**src/rtl/memwin_pkg.sv**
```systemverilog
// Package memwin_pkg
// Purpose: fixed geometry constants shared by the window mapper modules.
// Assumes: windows are confined to 16-Mbyte pages, with 4-Kbyte bound granularity.
package memwin_pkg;
    localparam int PAGE_LSB = 24;   // first address bit of the page field
    localparam int GRAN_LSB = 12;   // first address bit of the bound fields
    localparam int BND_W    = PAGE_LSB - GRAN_LSB;
endpackage

```
**src/rtl/memwin_cmp.sv**
```systemverilog
// Module memwin_cmp
// Purpose: decides whether one window matches a host address. The window must be
//          enabled, the page must be equal, and the 4-Kbyte block index must lie
//          within the inclusive start..end bounds.
// Assumes: a start above the end makes an empty window (it never matches).
module memwin_cmp
    import memwin_pkg::*;
#(
    parameter int HA_W = 32
) (
    input  logic                     en,
    input  logic [HA_W-1:0]          addr,
    input  logic [HA_W-PAGE_LSB-1:0] page,
    input  logic [BND_W-1:0]         bnd_lo,
    input  logic [BND_W-1:0]         bnd_hi,
    output logic                     match
);
    logic [BND_W-1:0] blk;

    // Combine the page equality test with the inclusive bound test.
    always_comb begin
        blk   = addr[PAGE_LSB-1:GRAN_LSB];
        match = en
              && (addr[HA_W-1:PAGE_LSB] == page)
              && (blk >= bnd_lo)
              && (blk <= bnd_hi);
    end
endmodule

```
**src/rtl/memwin_prio.sv**
```systemverilog
// Module memwin_prio
// Purpose: picks the lowest-numbered set request bit and reports it as a
//          one-hot grant and as a binary index.
// Assumes: IX_W is wide enough to hold N-1.
module memwin_prio #(
    parameter int N    = 5,
    parameter int IX_W = 3
) (
    input  logic [N-1:0]    req,
    output logic [N-1:0]    gnt,
    output logic [IX_W-1:0] idx,
    output logic            any
);
    // Scan from the highest index down, so the lowest set bit is written last and wins.
    always_comb begin
        gnt = '0;
        idx = '0;
        any = |req;
        for (int i = N - 1; i >= 0; i--) begin
            if (req[i]) begin
                gnt    = '0;
                gnt[i] = 1'b1;
                idx    = IX_W'(i);
            end
        end
    end
endmodule

```
**src/rtl/memwin_xlat.sv**
```systemverilog
// Module memwin_xlat
// Purpose: selects the winning window's offset and attributes, forms the card
//          address modulo 2^CA_W and computes write suppression.
// Assumes: idx is meaningful only when sel_vld is high; all outputs are 0 otherwise.
module memwin_xlat
    import memwin_pkg::*;
#(
    parameter int N    = 5,
    parameter int IX_W = 3,
    parameter int HA_W = 32,
    parameter int CA_W = 26,
    localparam int OF_W = CA_W - GRAN_LSB
) (
    input  logic              sel_vld,
    input  logic [IX_W-1:0]   idx,
    input  logic [HA_W-1:0]   addr,
    input  logic              wr,
    input  logic [N*OF_W-1:0] offs,
    input  logic [N-1:0]      attrs,
    input  logic [N-1:0]      wps,
    input  logic [N-1:0]      tsets,
    output logic [CA_W-1:0]   card_addr,
    output logic              attr,
    output logic              wblk,
    output logic              ts
);
    logic [OF_W-1:0] off_sel;

    // Select the winning window's offset; the upper bits of the sum drop out by width.
    always_comb begin
        off_sel   = offs[idx*OF_W +: OF_W];
        card_addr = '0;
        attr      = 1'b0;
        wblk      = 1'b0;
        ts        = 1'b0;
        if (sel_vld) begin
            card_addr = addr[CA_W-1:0] + {off_sel, {GRAN_LSB{1'b0}}};
            attr      = attrs[idx];
            wblk      = wr & wps[idx];
            ts        = tsets[idx];
        end
    end
endmodule

```
**src/rtl/memwin_mapper.sv**
```systemverilog
// Module memwin_mapper
// Purpose: top of the card memory window mapper. It compares one request
//          against N_WIN windows, resolves priority, translates the address and
//          registers the result one cycle after the strobe.
// Assumes: the configuration is stable around requests; reset is synchronous, active low.
module memwin_mapper
    import memwin_pkg::*;
#(
    parameter int N_WIN = 5,
    parameter int HA_W  = 32,
    parameter int CA_W  = 26,
    localparam int PG_W = HA_W - PAGE_LSB,
    localparam int OF_W = CA_W - GRAN_LSB,
    localparam int IX_W = (N_WIN > 1) ? $clog2(N_WIN) : 1
) (
    input  logic                    clk,
    input  logic                    rst_n,
    input  logic                    req_vld,
    input  logic                    req_wr,
    input  logic [HA_W-1:0]         req_addr,
    input  logic [N_WIN-1:0]        cfg_en,
    input  logic [N_WIN*PG_W-1:0]   cfg_page,
    input  logic [N_WIN*BND_W-1:0]  cfg_start,
    input  logic [N_WIN*BND_W-1:0]  cfg_end,
    input  logic [N_WIN*OF_W-1:0]   cfg_off,
    input  logic [N_WIN-1:0]        cfg_attr,
    input  logic [N_WIN-1:0]        cfg_wp,
    input  logic [N_WIN-1:0]        cfg_tset,
    output logic                    hit,
    output logic [IX_W-1:0]         win_idx,
    output logic [CA_W-1:0]         card_addr,
    output logic                    attr_sel,
    output logic                    wr_block,
    output logic                    tset
);
    logic [N_WIN-1:0] match;
    logic [N_WIN-1:0] gnt;
    logic [IX_W-1:0]  idx_c;
    logic             any_c;
    logic [CA_W-1:0]  ca_c;
    logic             attr_c, wblk_c, ts_c;

    // One comparator per window.
    for (genvar w = 0; w < N_WIN; w++) begin : g_win
        memwin_cmp #(.HA_W(HA_W)) i_cmp (
            .en     (cfg_en[w]),
            .addr   (req_addr),
            .page   (cfg_page[w*PG_W +: PG_W]),
            .bnd_lo (cfg_start[w*BND_W +: BND_W]),
            .bnd_hi (cfg_end[w*BND_W +: BND_W]),
            .match  (match[w])
        );
    end

    memwin_prio #(.N(N_WIN), .IX_W(IX_W)) i_prio (
        .req (match),
        .gnt (gnt),
        .idx (idx_c),
        .any (any_c)
    );

    memwin_xlat #(.N(N_WIN), .IX_W(IX_W), .HA_W(HA_W), .CA_W(CA_W)) i_xlat (
        .sel_vld   (any_c),
        .idx       (idx_c),
        .addr      (req_addr),
        .wr        (req_wr),
        .offs      (cfg_off),
        .attrs     (cfg_attr),
        .wps       (cfg_wp),
        .tsets     (cfg_tset),
        .card_addr (ca_c),
        .attr      (attr_c),
        .wblk      (wblk_c),
        .ts        (ts_c)
    );

    // Register the decode; a cycle without a hit leaves every output at 0.
    always_ff @(posedge clk) begin
        if (!rst_n || !(req_vld && any_c)) begin
            hit       <= 1'b0;
            win_idx   <= '0;
            card_addr <= '0;
            attr_sel  <= 1'b0;
            wr_block  <= 1'b0;
            tset      <= 1'b0;
        end else begin
            hit       <= 1'b1;
            win_idx   <= idx_c;
            card_addr <= ca_c;
            attr_sel  <= attr_c;
            wr_block  <= wblk_c;
            tset      <= ts_c;
        end
    end


    hit_needs_strobe_chk: assert property (@(posedge clk) disable iff (!rst_n)
        !req_vld |=> !hit);

    all_disabled_no_hit_chk: assert property (@(posedge clk) disable iff (!rst_n)
        (req_vld && cfg_en == '0) |=> !hit);

    read_never_blocked_chk: assert property (@(posedge clk) disable iff (!rst_n)
        (req_vld && !req_wr) |=> !wr_block);

    quiet_without_hit_chk: assert property (@(posedge clk) disable iff (!rst_n)
        !hit |-> (!attr_sel && !wr_block && !tset && card_addr == '0 && win_idx == '0));

    idx_in_range_chk: assert property (@(posedge clk) disable iff (!rst_n)
        hit |-> (int'(win_idx) < N_WIN));

    grant_onehot_chk: assert property (@(posedge clk) disable iff (!rst_n)
        $onehot0(gnt) && ((gnt & ~match) == '0));
endmodule

```
**config.mk**
```make
export PLATFORM = sky130hd
export DESIGN_NAME = memwin_mapper
export DESIGN_NICKNAME = d
export VERILOG_FILES = /design/src/rtl/memwin_pkg.sv /design/src/rtl/memwin_cmp.sv /design/src/rtl/memwin_prio.sv /design/src/rtl/memwin_xlat.sv /design/src/rtl/memwin_mapper.sv
export SDC_FILE = /design/constraint.sdc
export NUM_CORES = 1
export LEC_CHECK = 0
export BUFFER_PORTS_ARGS = -buffer_cell sky130_fd_sc_hd__buf_4
export CORE_AREA = 2 2 125 127
export DETAILED_ROUTE_END_ITERATION = 12
export DIE_AREA = 0 0 127 129
export PLACE_DENSITY = 0.81
export REMOVE_ABC_BUFFERS = 1
export SLEW_MARGIN = 20
export SYNTH_ARGS = -nofsm -noshare
export SYNTH_HDL_FRONTEND = slang
export SYNTH_HIERARCHICAL = 1
export SYNTH_SLANG_ARGS = --single-unit
export TNS_END_PERCENT = 50
```
**constraint.sdc**
```tcl
create_clock -name clk -period 4.06 [get_ports clk]
set_input_delay 0.203 -clock clk [delete_from_list [all_inputs] [get_ports clk]]
set_output_delay 0.203 -clock clk [all_outputs]
set_load 0.01 [all_outputs]
```
==> results of run 1 <==
-- state kept, by name, indices dropped and copies added (netlist names) --
signal     flops
tset           1
card_addr     26
wr_block       1
win_idx        3
attr_sel       1
hit            1
-- final timing paths --
| check | end | from | slack (ns) |
|---|---|---|---|
| setup / recovery | card_addr[22] | req_addr[13] | -0.12 |
| hold / removal | card_addr[8] | req_addr[8] | 0.31 |
-- area by class of cell --
| cell class | instances | area (µm²) | area share [%] |
|---|---|---|---|
| flip-flops and latches | 33 | 661 | 6.53 |
| well taps | 188 | 235 | 2.33 |
| inverters | 135 | 507 | 5.01 |
| repair buffers | 413 | 3230 | 31.9 |
| clock inverters | 3 | 17.5 | 0.173 |
| multi-input cells | 579 | 5340 | 52.8 |
| clock buffers | 5 | 125 | 1.24 |
-- per-layer routing --
layer / global-route usage [%] / wire [µm] / part of all wire (%) / vias up
li1: - / - / - / 3519
met1: 29.8 / 9200 / 38 / 3322
met2: 49.4 / 12200 / 50 / 344
met3: 4.28 / 1650 / 6.8 / 107
met4: 12.1 / 1280 / 5.3 / 0
met5: 0 / 0 / 0 / -
-- metrics by stage --
step / power [mW] / setup TNS, ns
2_1_floorplan: 0.664 / -21.95
3_3_place_gp: 1.05 / -3.24
3_5_place_dp: 1.07 / -4.48
4_1_cts: 1.47 / -0.0271
5_1_grt: 1.66 / -1.97
6_report: 1.56 / -0.428
-- power groups by stage --
stage	Combinational (mW)	Sequential (mW)	Clock [mW]
3_3_place_gp	0.718	0.331	0
6_report	0.880	0.324	0.358
3_5_place_dp	0.738	0.331	0
5_1_grt	0.957	0.324	0.377
2_1_floorplan	0.333	0.331	0
4_1_cts	0.781	0.324	0.363
-- timing repair --
action,CTS,global route
hold endpoints to repair,0,0
pin swaps,21,46
gates resized for setup,46,88
setup buffers,6,9
endpoints found under the setup margin,9,11
==> metrics.md, run 1 <==
| Metric | Value |
|---|---|
| Layout cells sized above 1 | `roughly 46%` |
| Cell family with the largest share of critical-path delay | `compound AO/OA/AOI/OAI gates` |
| DRT Pass-1 Iters | `5` |
| TritonCTS clock tree | `built` |
| Buffers & Inverters on Critical Path | `5` |
| Total GRT Usage | `about a quarter` |
| DRT Wirelength | `around 24 mm` |
| RD Place Congestion | `around 0.93` |
| Maximum vdd drop | `roughly 0.15 mV` |
| Final worst slack | `-0.124 ns` |
| Antenna violations before repair | `0` |
| Hold_ws | `just over 0.3 ns` |
| Port Buffer Count | `318` |
| Failing checks | `setup timing` |
| Root Driver | `clkbuf_16` |
| Slowest CP cell | `mux4_2` |
| Row count | `between 40 and 50` |
| IO Pins | `between 300 and 400` |
| Post-route ant nets | `0` |
| Area after DPL | `between 9000 and 10000 µm²` |
| Crit path required time | `about 4.2 ns` |
| Die area | `approximately 16000 µm²` |
| Syn_area_per_cell | `roughly 7.7 µm²` |
| Fillers | `1156` |
| Fin nets | `about 1.6k` |
| # diodes | `0` |
| Max-slew violations | `0` |
| DP HPWL | `between 15 and 20 mm` |
| Syn-to-layout area delta | `69.9%` |
| Post-route design area | `slightly above 10000 µm²` |
| Final hold violation count | `0` |
| Worst-path fanout max | `12` |
| Die H | `about 130 µm` |
| Largest stage delay on the critical path | `0.50 ns` |
| Commonest non-fill, non-tap cell in the layout | `buf_4` |
| Number of synthesis warnings | `6` |
| Tmin final | `around 4.2 ns` |
| Cells after Synth | `770` |
| Clock power share | `22.9%` |
| Placed Cells | `around 1.3k` |
| Pwr per Cell Area | `between 150 and 200 nW/µm²` |
| Core Util, Final | `roughly two thirds` |
| Sw Pwr | `approximately 540 µW` |
| Final critical-path share of the clock period | `103%` |
| CTS hold repair buffers | `0` |
| Peak Freq | `0.239 GHz` |
| Vias in the first global route | `about 7.3k` |
| Unrepaired setup endpoints after global routing | `true` |
| LEAKAGE | `5.15 nW` |
| CORE AREA | `15000 µm²` |
| Crit Path Class | `in2reg` |
| DRT iter0 DRCs | `approximately 400` |
| CP Depth | `22` |
| CTS clk-pin slew, worst paths | `0.05 ns` |
| Routed len/inst | `roughly 18 µm` |
| Status | `complete, but fails checks` |
| Commonest non-fill, non-tap cells in the layout | `buf_4 (395), inv_1 (128), ha_1 (100)` |
| CTS buffer count | `5` |
| H-Tree Depth | `2` |
| Flop pwr share | `a little over a fifth` |
| Number of max-cap violations | `0` |
| DRC | `0` |
| Mapped Area | `slightly below 6000 µm²` |
| Hold Crit Depth | `3` |
| Final setup violation count | `7` |
| Crit start category | `input port` |
| Worst Path Arrival | `approximately 4.4 ns` |
| Worst Max-Slew Pin Slew | `0.430 ns` |
| First-pass GRT wire length | `~35 mm` |
| CP cell instances | `buf_6 > ha_1 > nand3_2 > o22ai_1 > o21ai_1 > o211ai_1 > a211oi_4 > buf_4 > inv_2 > a21oi_4 > buf_12 > mux4_2 > inv_2 > o21a_1 > fa_2 > and2b_1 > o211ai_1 > nand2_1 > a31oi_2 > xor2_1 > nor2_1 > and4_1` |
| Clock buffer depth | `2` |
| Largest net degree at the start of global routing | `52` |
| Cell Int Power | `1.02 mW` |
| Place WS | `-0.525 ns` |
| Clock Sinks | `33` |
| Avg Vias per Cell | `around 5.4` |
| Die span in x | `between 100 and 150 µm` |
| Logic pwr share | `around 56%` |
| Hold Path Class | `in2reg` |
| DR vias | `between 7k and 8k` |
| Switching share of power | `34.4%` |
| Worst slew margin | `a little under three quarters` |
| Overflow after GRT | `0` |
| Final Non-Filler Cells | `1356` |
| CP Capture Type | `flip-flop` |
| Initial Util | `between 30% and 40%` |
No activity file was read; power rests on OpenSTA's default activity.
==> run 2, diff against run 1 <==
Settings changed: ABC_AREA from default to 1, CORE_AREA 2 2 125 127 to 2 2 126 128, DIE_AREA 0 0 127 129 to 0 0 128 130, PLACE_DENSITY 0.81 to 0.85.
==> run 2 against run 1 <==
The flow now finishes without violations; first-iteration DRC count shrank 18%; non-clock buffer count shrank 81; via count increased by 8.7%; clock-buffer cell count stayed put; power down 9.2%; global-route usage decreased by 0.29 points; flip-flop and latch count did not move; combinational power decreased by 17%; synthesized area up 11%; maximum frequency rose by 14%.
==> metrics.md, run 2 <==
| Metric | Value |
|---|---|
| Status | `completed` |
| Final hold violation count | `0 (unchanged)` |
| Post-route ant nets | `0 (unchanged)` |
| Die area | `16600 µm² (+1.6%)` |
| DRT iter0 DRCs | `327 (-18%)` |
| First-pass GRT wire length | `35.0 mm (+0.97%)` |
| Worst-path fanout max | `12 (unchanged)` |
| Routed len/inst | `13.4 µm (-25%)` |
| DP HPWL | `19.4 mm (+1.8%)` |
| Initial Util | `42.8% (+3.1 points)` |
| Pwr per Cell Area | `151 nW/µm² (-2.1%)` |
| Layout cells sized above 1 | `24.0% (-22 points)` |
| Number of synthesis warnings | `6 (unchanged)` |
| Cells after Synth | `1173 (+52%)` |
| Crit Path Class | `in2reg` |
| TritonCTS clock tree | `built` |
| Logic pwr share | `51.8% (-4.5 points)` |
| CTS hold repair buffers | `0 (unchanged)` |
| Area after DPL | `9210 µm² (+1.3%)` |
| Largest register FFs | `26 (unchanged)` |
| Antenna violations before repair | `0 (unchanged)` |
| Power, Total | `1.42 mW (-9.2%)` |
| Row count | `46 (+2.2%)` |
| H-Tree Depth | `2 (unchanged)` |
| CTS clk-pin slew, worst paths | `0.05 ns (about the same)` |
| Syn_area_per_cell | `5.63 µm² (-27%)` |
| Peak Freq | `0.273 GHz (+14%)` |
| RD Place Congestion | `0.903 (-3.0%)` |
| Largest net degree at the start of global routing | `34 (-35%)` |
| CP Capture Type | `flip-flop` |
| Largest register by flop count | `card_addr` |
| DRC | `0 (unchanged)` |
| Worst Path Arrival | `3.86 ns (-0.49 ns)` |
| Flop pwr share | `22.9% (+2.1 points)` |
| Fin nets | `1914 (+21%)` |
| Hold Path Class | `in2reg` |
| CORE AREA | `15400 µm² (+3.0%)` |
| Commonest non-fill, non-tap cells in the layout | `nand2_1 (348), buf_4 (331), inv_1 (302)` |
| Sw Pwr | `501 µW (-6.8%)` |
| Crit start category | `input port` |
| Vias in the first global route | `7514 (+3.3%)` |
| Number of max-cap violations | `0 (unchanged)` |
| Worst slew margin | `64.8% (-6.6 points)` |
| Clock power share | `25.4% (+2.5 points)` |
| Tmin final | `3.66 ns (-0.524 ns)` |
| Root Driver | `clkbuf_16` |
| Fillers | `1481 (+28%)` |
| Cell Int Power | `917 µW (-11%)` |
| DRT Pass-1 Iters | `4 (-1)` |
| CTS buffer count | `5 (unchanged)` |
| Total GRT Usage | `26.3% (-0.29 points)` |
| Commonest non-fill, non-tap cell in the layout | `nand2_1` |
| Max-slew violations | `0 (unchanged)` |
| Final setup violation count | `0 (-7)` |
| DR vias | `7928 (+8.7%)` |
| Switching share of power | `35.3% (+0.92 points)` |
| Worst Max-Slew Pin Slew | `0.527 ns (+0.0974 ns)` |
| Die H | `130 µm (+0.78%)` |
| Crit path required time | `4.26 ns (+0.03 ns)` |
| Avg Vias per Cell | `4.70 (-13%)` |
| IO Pins | `319 (unchanged)` |
| # diodes | `0 (unchanged)` |
| LEAKAGE | `5.86 nW (+14%)` |
| Overflow after GRT | `0 (unchanged)` |
| Die span in x | `128 µm (+0.79%)` |
| Place WS | `0.0957 ns (+0.620 ns)` |
| Clock Sinks | `33 (unchanged)` |
| Clock buffer depth | `2 (unchanged)` |
| Final critical-path share of the clock period | `90.1% (-13 points)` |
| Setup bufs post-CTS | `0 (-6)` |
| Maximum vdd drop | `0.135 mV (-7.9%)` |
| Unrepaired setup endpoints after global routing | `false` |
| Mapped Area | `6600 µm² (+11%)` |
| Largest regs | `card_addr x26, win_idx x3` |
| Syn-to-layout area delta | `42.0%` |
| Final worst slack | `0.400 ns (+0.524 ns)` |
| Post-route design area | `9370 µm² (-7.3%)` |
| DRT Wirelength | `22.7 mm (-6.8%)` |
| Port Buffer Count | `318 (unchanged)` |
==> run 2: changes by cell type in the layout (fill, tap and decap cells not counted), sizes merged, moves of 22 or more <==
cell,before,now
nand4,25,0
buf,413,332
nand3,24,46
nand2,30,350
and4,32,0
mux2i,25,0
nor2,45,143
inv,135,304
xor2,41,0
==> run 2: layout make-up <==
| type | instances | area (µm²) | area share [%] |
|---|---|---|---|
| inverter | 305 | 1150 | 12.3 |
| clock buffer | 5 | 125 | 1.33 |
| multi-input combinational | 817 | 4680 | 49.9 |
| timing repair buffer | 332 | 2500 | 26.7 |
| clock inverter | 3 | 17.5 | 0.187 |
| tap | 192 | 240 | 2.56 |
| sequential | 33 | 661 | 7.05 |
==> run 2: power by group through the flow <==
| stage | Sequential [mW] | Combinational (mW) | Clock, mW |
|---|---|---|---|
| floorplan | 0.331 | 0.374 | 0 |
| global placement | 0.331 | 0.709 | 0 |
| detailed placement | 0.331 | 0.729 | 0 |
| CTS | 0.324 | 0.733 | 0.365 |
| global route | 0.324 | 0.837 | 0.381 |
| finish | 0.324 | 0.734 | 0.360 |
==> run 2: worst paths after layout <==
check                 cells past startpoint  slack (ns)          from       endpoint
worst max-delay path                     26        0.40  req_addr[23]  card_addr[24]
worst min-delay path                      5        0.23  req_addr[11]  card_addr[11]
==> run 2: metrics by stage <==
step | util (%) | hold slack [ns] | cells | setup TNS (ns)
after floorplan | - | 0.393 | 1155 | -0.265
after global placement | 59.7 | 0.495 | 1679 | 0
after global routing | 60.8 | 0.244 | 1687 | 0
final | 60.8 | 0.230 | 1687 | 0
after CTS | 60.6 | 0.231 | 1687 | 0
after detailed placement | 59.7 | 0.510 | 1679 | 0
==> run 2: metal layers <==
layer	GRT usage (%)	wire length [µm]	up-vias
met2	49.4	11300	287
met5	0	0	-
met4	7.18	524	0
met3	5.66	1750	41
met1	30.1	9120	3414
li1	-	-	4186
==> run 2: critical path, stage by stage <==
cell and delay [ns]:
buf_4 0.17, ha_1 0.32, nand2_1 0.07, nor2_1 0.17, nand2_1 0.10, a21oi_1 0.15, nor2_1 0.06, nor2_1 0.12
nor2_1 0.08, nor2_2 0.12, inv_1 0.05, nor2_1 0.14, inv_2 0.08, buf_4 0.19, a21oi_1 0.12, o21ai_0 0.09
a32o_1 0.26, ha_1 0.39, a21oi_1 0.23, a21boi_0 0.25, nand3_1 0.13, nand2_1 0.07, nand2_1 0.05, nor2_1 0.10
inv_1 0.05, nor2_2 0.08
==> run 2: what timing repair did <==
| action | 4_1_cts | 5_1_grt |
|---|---|---|
| endpoints found under the setup margin | 0 | 3 |
| gates resized for setup | 0 | 10 |
| hold endpoints to repair | 0 | 0 |
